**src/rtl/sram_ctl_pkg.sv**
```systemverilog
package sram_ctl_pkg;

    localparam int unsigned SRAM_ADDR_W = 13;
    localparam int unsigned SRAM_DATA_W = 8;

    typedef enum logic [2:0] {
        ST_IDLE,
        ST_READ_WAIT,
        ST_READ_DONE,
        ST_WRITE_SETUP,
        ST_WRITE_PULSE,
        ST_WRITE_RECOVER,
        ST_TURNAROUND
    } ctl_state_e;

    // Strobes presented to the RAM; all derived from the sequencer state.
    typedef struct packed {
        logic ce_n;
        logic ce2;
        logic oe_n;
        logic we_n;
        logic dq_oe;
    } mem_ctl_t;

    localparam mem_ctl_t MEM_CTL_IDLE = '{ce_n: 1'b1, ce2: 1'b0, oe_n: 1'b1, we_n: 1'b1, dq_oe: 1'b0};

    function automatic int unsigned max2(input int unsigned a, input int unsigned b);
        return (a > b) ? a : b;
    endfunction

    // Whole clock cycles covering ns, at least one.
    function automatic int unsigned ns_to_cycles(input int unsigned ns, input int unsigned clk_ns);
        int unsigned c;
        c = (ns + clk_ns - 1) / clk_ns;
        return (c == 0) ? 1 : c;
    endfunction

    function automatic int unsigned bits_for(input int unsigned v);
        int unsigned b;
        b = 1;
        while ((1 << b) <= v) b++;
        return b;
    endfunction

endpackage

```
**src/rtl/sram_wait_ctr.sv**
```systemverilog
module sram_wait_ctr #(
    parameter int unsigned CW = 3
) (
    input  logic          clk,
    input  logic          rst,
    input  logic          load,
    input  logic [CW-1:0] load_val,
    output logic          zero
);
    logic [CW-1:0] cnt_q;

    always_ff @(posedge clk) begin
        if (rst) begin
            cnt_q <= '0;
        end else if (load) begin
            cnt_q <= load_val;
        end else if (cnt_q != '0) begin
            cnt_q <= cnt_q - 1'b1;
        end
    end

    assign zero = (cnt_q == '0);
endmodule

```
**src/rtl/sram_ctl_fsm.sv**
```systemverilog
module sram_ctl_fsm
    import sram_ctl_pkg::*;
#(
    parameter int unsigned RD_CYC  = 4,
    parameter int unsigned WP_CYC  = 3,
    parameter int unsigned REC_CYC = 1,
    parameter int unsigned TA_CYC  = 3,
    parameter int unsigned CW      = 3
) (
    input  logic          clk,
    input  logic          rst,
    input  logic          accept,
    input  logic          acc_write,
    input  logic          cnt_zero,
    output logic          cnt_load,
    output logic [CW-1:0] cnt_val,
    output logic          ready,
    output logic          sample_rd,
    output mem_ctl_t      ctl
);
    localparam logic [CW-1:0] RD_LOAD  = CW'(RD_CYC - 1);
    localparam logic [CW-1:0] WP_LOAD  = CW'(WP_CYC - 1);
    localparam logic [CW-1:0] REC_LOAD = CW'(REC_CYC - 1);
    localparam logic [CW-1:0] TA_LOAD  = CW'(TA_CYC - 1);

    ctl_state_e state_q, state_d;

    always_ff @(posedge clk) begin
        if (rst) state_q <= ST_IDLE;
        else     state_q <= state_d;
    end

    always_comb begin
        state_d  = state_q;
        cnt_load = 1'b0;
        cnt_val  = '0;
        unique case (state_q)
            ST_IDLE: begin
                if (accept) begin
                    if (acc_write) begin
                        state_d = ST_WRITE_SETUP;
                    end else begin
                        state_d  = ST_READ_WAIT;
                        cnt_load = 1'b1;
                        cnt_val  = RD_LOAD;
                    end
                end
            end
            ST_READ_WAIT: if (cnt_zero) state_d = ST_READ_DONE;
            ST_READ_DONE: begin
                state_d  = ST_TURNAROUND;
                cnt_load = 1'b1;
                cnt_val  = TA_LOAD;
            end
            ST_TURNAROUND: if (cnt_zero) state_d = ST_IDLE;
            ST_WRITE_SETUP: begin
                state_d  = ST_WRITE_PULSE;
                cnt_load = 1'b1;
                cnt_val  = WP_LOAD;
            end
            ST_WRITE_PULSE: begin
                if (cnt_zero) begin
                    state_d  = ST_WRITE_RECOVER;
                    cnt_load = 1'b1;
                    cnt_val  = REC_LOAD;
                end
            end
            ST_WRITE_RECOVER: if (cnt_zero) state_d = ST_IDLE;
            default: state_d = ST_IDLE;
        endcase
    end

    always_comb begin
        ctl = MEM_CTL_IDLE;
        unique case (state_q)
            ST_READ_WAIT: begin
                ctl.ce_n = 1'b0;
                ctl.ce2  = 1'b1;
                ctl.oe_n = 1'b0;
            end
            ST_WRITE_SETUP: begin
                ctl.ce_n  = 1'b0;
                ctl.ce2   = 1'b1;
                ctl.dq_oe = 1'b1;
            end
            ST_WRITE_PULSE: begin
                ctl.ce_n  = 1'b0;
                ctl.ce2   = 1'b1;
                ctl.we_n  = 1'b0;
                ctl.dq_oe = 1'b1;
            end
            default: ctl = MEM_CTL_IDLE;
        endcase
    end

    assign ready     = (state_q == ST_IDLE);
    assign sample_rd = (state_q == ST_READ_WAIT) && cnt_zero;
endmodule

```
**src/rtl/sram_xfer_path.sv**
```systemverilog
module sram_xfer_path #(
    parameter int unsigned ADDR_W = 13,
    parameter int unsigned DATA_W = 8
) (
    input  logic              clk,
    input  logic              rst,
    input  logic              accept,
    input  logic              req_write,
    input  logic [ADDR_W-1:0] req_addr,
    input  logic [DATA_W-1:0] req_wdata,
    input  logic              sample_rd,
    input  logic [DATA_W-1:0] dq_in,
    output logic              write_q,
    output logic [ADDR_W-1:0] addr_q,
    output logic [DATA_W-1:0] wdata_q,
    output logic [DATA_W-1:0] rdata_q,
    output logic              rsp_valid_q
);
    always_ff @(posedge clk) begin
        if (rst) begin
            write_q     <= 1'b0;
            addr_q      <= '0;
            wdata_q     <= '0;
            rdata_q     <= '0;
            rsp_valid_q <= 1'b0;
        end else begin
            if (accept) begin
                write_q <= req_write;
                addr_q  <= req_addr;
                wdata_q <= req_wdata;
            end
            if (sample_rd) rdata_q <= dq_in;
            rsp_valid_q <= sample_rd;
        end
    end
endmodule

```
**src/rtl/async_sram_ctl.sv**
```systemverilog
module async_sram_ctl
    import sram_ctl_pkg::*;
#(
    parameter int unsigned ADDR_W  = SRAM_ADDR_W,
    parameter int unsigned DATA_W  = SRAM_DATA_W,
    parameter int unsigned CLK_NS  = 10,
    parameter int unsigned T_AA_NS = 35,
    parameter int unsigned T_OE_NS = 25,
    parameter int unsigned T_WP_NS = 25,
    parameter int unsigned T_DW_NS = 20,
    parameter int unsigned T_AW_NS = 30,
    parameter int unsigned T_HZ_NS = 25,
    parameter int unsigned T_RC_NS = 35
) (
    input  logic              clk,
    input  logic              rst,
    input  logic              req_valid,
    output logic              req_ready,
    input  logic              req_write,
    input  logic [ADDR_W-1:0] req_addr,
    input  logic [DATA_W-1:0] req_wdata,
    output logic              rsp_valid,
    output logic [DATA_W-1:0] rsp_rdata,
    output logic [ADDR_W-1:0] mem_addr,
    output logic              mem_ce_n,
    output logic              mem_ce2,
    output logic              mem_oe_n,
    output logic              mem_we_n,
    output logic [DATA_W-1:0] mem_dq_out,
    output logic              mem_dq_oe,
    input  logic [DATA_W-1:0] mem_dq_in
);
    localparam int unsigned RD_CYC  = ns_to_cycles(max2(T_AA_NS, T_OE_NS), CLK_NS);
    localparam int unsigned WP_CYC  = ns_to_cycles(max2(T_WP_NS, max2(T_DW_NS, T_AW_NS)), CLK_NS);
    localparam int unsigned WC_CYC  = ns_to_cycles(T_RC_NS, CLK_NS);
    localparam int unsigned REC_CYC = (WC_CYC > WP_CYC + 1) ? (WC_CYC - WP_CYC - 1) : 1;
    localparam int unsigned TA_CYC  = ns_to_cycles(T_HZ_NS, CLK_NS);
    localparam int unsigned MAX_CYC = max2(max2(RD_CYC, WP_CYC), max2(REC_CYC, TA_CYC));
    localparam int unsigned CW      = bits_for(MAX_CYC);

    logic          accept;
    logic          cnt_load;
    logic [CW-1:0] cnt_val;
    logic          cnt_zero;
    logic          sample_rd;
    logic          write_q;
    mem_ctl_t      ctl;

    assign accept = req_valid && req_ready;

    sram_wait_ctr #(.CW(CW)) u_ctr (
        .clk      (clk),
        .rst      (rst),
        .load     (cnt_load),
        .load_val (cnt_val),
        .zero     (cnt_zero)
    );

    sram_ctl_fsm #(
        .RD_CYC (RD_CYC),
        .WP_CYC (WP_CYC),
        .REC_CYC(REC_CYC),
        .TA_CYC (TA_CYC),
        .CW     (CW)
    ) u_fsm (
        .clk      (clk),
        .rst      (rst),
        .accept   (accept),
        .acc_write(req_write),
        .cnt_zero (cnt_zero),
        .cnt_load (cnt_load),
        .cnt_val  (cnt_val),
        .ready    (req_ready),
        .sample_rd(sample_rd),
        .ctl      (ctl)
    );

    sram_xfer_path #(.ADDR_W(ADDR_W), .DATA_W(DATA_W)) u_path (
        .clk        (clk),
        .rst        (rst),
        .accept     (accept),
        .req_write  (req_write),
        .req_addr   (req_addr),
        .req_wdata  (req_wdata),
        .sample_rd  (sample_rd),
        .dq_in      (mem_dq_in),
        .write_q    (write_q),
        .addr_q     (mem_addr),
        .wdata_q    (mem_dq_out),
        .rdata_q    (rsp_rdata),
        .rsp_valid_q(rsp_valid)
    );

    logic unused_write_q;
    assign unused_write_q = write_q;

    assign mem_ce_n  = ctl.ce_n;
    assign mem_ce2   = ctl.ce2;
    assign mem_oe_n  = ctl.oe_n;
    assign mem_we_n  = ctl.we_n;
    assign mem_dq_oe = ctl.dq_oe;
endmodule

```
**config.mk**
```make
export PLATFORM = sky130hd
export DESIGN_NAME = async_sram_ctl
export DESIGN_NICKNAME = d
export VERILOG_FILES = /design/src/rtl/sram_ctl_pkg.sv /design/src/rtl/sram_wait_ctr.sv /design/src/rtl/sram_ctl_fsm.sv /design/src/rtl/sram_xfer_path.sv /design/src/rtl/async_sram_ctl.sv
export SDC_FILE = /design/constraint.sdc
export NUM_CORES = 1
export LEC_CHECK = 0
export CAP_MARGIN = 20
export CELL_PAD_IN_SITES_DETAIL_PLACEMENT = 0
export CELL_PAD_IN_SITES_GLOBAL_PLACEMENT = 2
export CORE_UTILIZATION = 21
export CTS_CLUSTER_DIAMETER = 60
export DETAILED_ROUTE_END_ITERATION = 7
export PLACE_DENSITY_LB_ADDON = 0.3
export SETUP_SLACK_MARGIN = 0.2
export SYNTH_ARGS = -nofsm -noshare
export SYNTH_HDL_FRONTEND = slang
export SYNTH_SLANG_ARGS = --single-unit
```
**constraint.sdc**
```tcl
create_clock -name clk -period 1.9 [get_ports clk]
set_clock_uncertainty 0.1 [all_clocks]
set_input_delay 0.19 -clock clk [delete_from_list [all_inputs] [get_ports clk]]
set_output_delay 0.19 -clock clk [all_outputs]
set_load 0.01 [all_outputs]
```
==> summary.md <==
| Metric | Value |
|---|---|
| RSZ-0062 raised after global routing | true |
| CTS Buf Count | 5 |
| Synthesized Nets | between 200 and 250 |
| # fillers | 708 |
| DR vias | 1417 |
| Fraction of layout cells with a size suffix above 1 | 9.69% |
| Syn Area/Cell | approximately 7.9 µm² |
| CTS sink count | 36 |
| Commonest cells in the netlist | 62 x nand2_1, 36 x dfxtp_1, 34 x a21oi_1 |
| DRT met1 WL | approximately 1800 µm |
| Mapped Area | 1440 µm² |
| FFs w/ async S/R, synth | 0% |
| Maximum clock rate | roughly 610 MHz |
| Worst-Skew Late Latency | ~280 ps |
| I/O Buffers | 68 |
| CP Max Fanout | 4 |
| Gr ovfl total | 0 |
| Vias in the first global route | 1394 |
| Post-synthesis simple-gate area fraction | 25.0% |
| Slew @ Worst Pin | 340 ps |
| Ant diodes | 0 |
| Final worst path period share | around 86% |
| Multi-input logic area | 662 µm² |
| Syn. warnings | 0 |
| DR vias/cell | approximately 4.2 |
| Largest family of logic cells by synthesized area | simple AND/OR/NAND/NOR gates |
| Tmin final | ~1600 ps |
| Power Dens Cells | roughly 1400 nW/µm² |
| Starting DRC count in detailed routing | 66 |
| First-pass GRT wire length | 6580 µm |
| Post-Route WL | 3990 µm |
| Routed wl met2 | 1880 µm |
| Routability Congestion | 0.686 |
| Rel. slew slack | 76.8% |
| Drt wl/cell | between 10 and 15 µm |
| Setup CP Type | reg -> out |
| Met3 wire len | 307 µm |
| Slowest stage delay, CP | about 400 ps |
| Worst setup path endpoint | mem_ce_n |
| Layout Cells excl Fill | between 300 and 400 |
| CP Data Arrival Time | 1350 ps |
| Slew Limit Fails | 0 |
| Row cnt | 29 |
| Num ports | 69 |
| Die Y-Extent | 84.8 µm |
| Initial core utilization | around 22% |
| Flop2flop setup slack | 350 ps |
| Post-synthesis sequential area ratio | 50.0% |
| CTS tree | done |
| # nets final | between 200 and 300 |
| Drt first pass iters | 6 |
| Placed Cells | 326 |
| Worst path cell trace | or3b_4 -> o21ai_2 -> inv_1 -> clkdlybuf4s15_1 |
| Post-Synthesis Cells | 183 |
| Total of max-cap violations | 0 |
| Synth unique cells | 29 |
| Leakage | 0.870 nW |
| Hold Violations, Final | 0 |
| Main synth FF type | dfxtp_1 |
| Setup_tns | 0 ps |
| H-tree levels | 2 |
| Count leader, synth | nand2_1 |
| Post-synth EDFFs | 0 |
| Reg2Reg Capture Point | u_path.rdata_q[1]$_SDFFE_PP0P_ |
| Cell accounting for the most synthesized area | dfxtp_1 |
| Synth area leaders | dfxtp_1 50%, nand2_1 16%, a21oi_1 12% |
| Initial antenna violation count | 0 |
| GRT Total Usage | 11.7% |
| Uppermost layer routed | met4 |
| Synth Area in Compound Gates | 16.9% |
| Clk slew on worst S/H paths | 70 ps |
| Synth Area in XOR/XNOR | 0% |
| Critical R2R Launch | u_ctr.cnt_q[1]$_SDFFE_PP0P_ |
| Register bit total from synthesis | 36 |
| Detailed placement HPWL | 2800 µm |
| Post-Synth Adder-Cell Area | 1.74% |
| CP max-delay cell | or3b_4 |
| Setup-failing EPs final | 0 |
| Root buf cell | clkbuf_8 |
| IR drop worst, VDD | ~350 µV |
| Die Span X | 84.8 µm |
| Die area | 7190 µm² |
| Hold Crit Class | in -> reg |
| Antenna Nets Post-Route | 0 |
| Placeable Area | 6490 µm² |
| Remaining DRCs | 2 |
| Status | complete, but fails checks |
| Failing checks | design-rule violations |
| Setup crit end kind | output pin |
| Area growth syn-to-layout | 64.5% |
| Multiplexer share of the synthesized area | 0% |
| CP startpoint kind | flip-flop |
| Largest net degree at the start of global routing | 22 |
| R2R cell count | 8 |
| Reg area | 721 µm² |
| CTS Buffer Depth | 2 |
| Worst EP required | 1610 ps |
| Hold-fix buffer count after cts | 0 |
| Critical Path Start | u_fsm.state_q[2]$_SDFFE_PP0P_ |
| Share of the synthesized area in the top cell type | 50.0% |
## flip-flops by register name, indices dropped and copies added (netlist names)
signal,count
u_ctr.cnt_q,3
u_fsm.state_q,3
u_path.addr_q,13
u_path.rdata_q,8
u_path.rsp_valid_q,1
u_path.wdata_q,8
## metal layers
layer	up-vias	GRT usage [%]
met4	0	4.62
met2	44	18.8
met1	628	14.2
met5	-	0
met3	2	4.38
li1	743	-
## critical path: cells and delay by family, from the launching register on
| family | cells | cell delay [ps] |
|---|---|---|
| flops | 1 | 330 |
| compound gates | 1 | 80 |
| buf+inv | 2 | 270 |
| simple gates | 1 | 400 |
## final cells by class
| cell class | count | share of cell area (%) |
|---|---|---|
| Clock buffer | 8 | 3.80 |
| Inverter | 7 | 1.11 |
| Multi-Input combinational cell | 127 | 27.9 |
| Sequential cell | 36 | 30.4 |
| Tap cell | 77 | 4.07 |
| Timing Repair Buffer | 80 | 32.6 |
## logic make-up (layout without fill, tap and decap cells)
group | Yosys count | count (layout)
and+or+nand+nor | 80 | 80
buffers and inverters | 20 | 95
AOI/OAI and AO/OA | 45 | 45
DFF | 36 | 36
adders and majority gates | 2 | 2
## where the power goes
group	total, mW	internal, mW	leakage [nW]	switching, mW
Combinational	1.63	0.804	0.530	0.825
Sequential	1.03	0.941	0.294	0.0892
Clock	0.557	0.296	0.0455	0.261
## per-stage QoR
stage	power (mW)	hold WS, ps	setup slack (ps)	area, µm²	utilization, %
after floorplan	1.90	226	387	1440	-
after global placement	2.65	343	176	2240	34.4
after detailed placement	2.64	347	135	2240	34.4
after CTS	3.22	340	123	2340	36.0
after global routing	3.50	349	190	2370	36.5
final	3.22	351	261	2370	36.5
## how the worst min path moves through the flow
stage	from	end	depth (start not counted)
after floorplan	req_addr[0]	u_path.addr_q[0]$_SDFFE_PP0N_	2
after global placement	u_path.wdata_q[7]$_SDFFE_PP0N_	u_path.wdata_q[7]$_SDFFE_PP0N_	2
after detailed placement	u_path.addr_q[6]$_SDFFE_PP0N_	u_path.addr_q[6]$_SDFFE_PP0N_	2
after CTS	req_addr[2]	u_path.addr_q[2]$_SDFFE_PP0N_	3
after global routing	req_addr[4]	u_path.addr_q[4]$_SDFFE_PP0N_	3
final	req_addr[0]	u_path.addr_q[0]$_SDFFE_PP0N_	3
## placed cells by master, fill, tap and decap left out, types with 2 or more instances in the layout
master,instances
a21oi_1,34
buf_4,10
buf_6,2
clkbuf_1,2
clkbuf_8,6
clkdlybuf4s15_1,2
clkdlybuf4s50_1,62
dfxtp_1,36
dlygate4sd2_1,4
inv_1,7
nand2_1,62
nand2b_1,2
nor2_1,5
o21ai_0,2
## timing repair
| action | in CTS | in global routing |
|---|---|---|
| setup buffers | 0 | 1 |
| gates cloned | 0 | 0 |
| endpoints found under the hold margin | 0 | 0 |
| pin swaps | 0 | 1 |
| endpoints found under the setup margin | 14 | 11 |
| gates resized for setup | 11 | 7 |
Power figures use the tool's default switching activity.
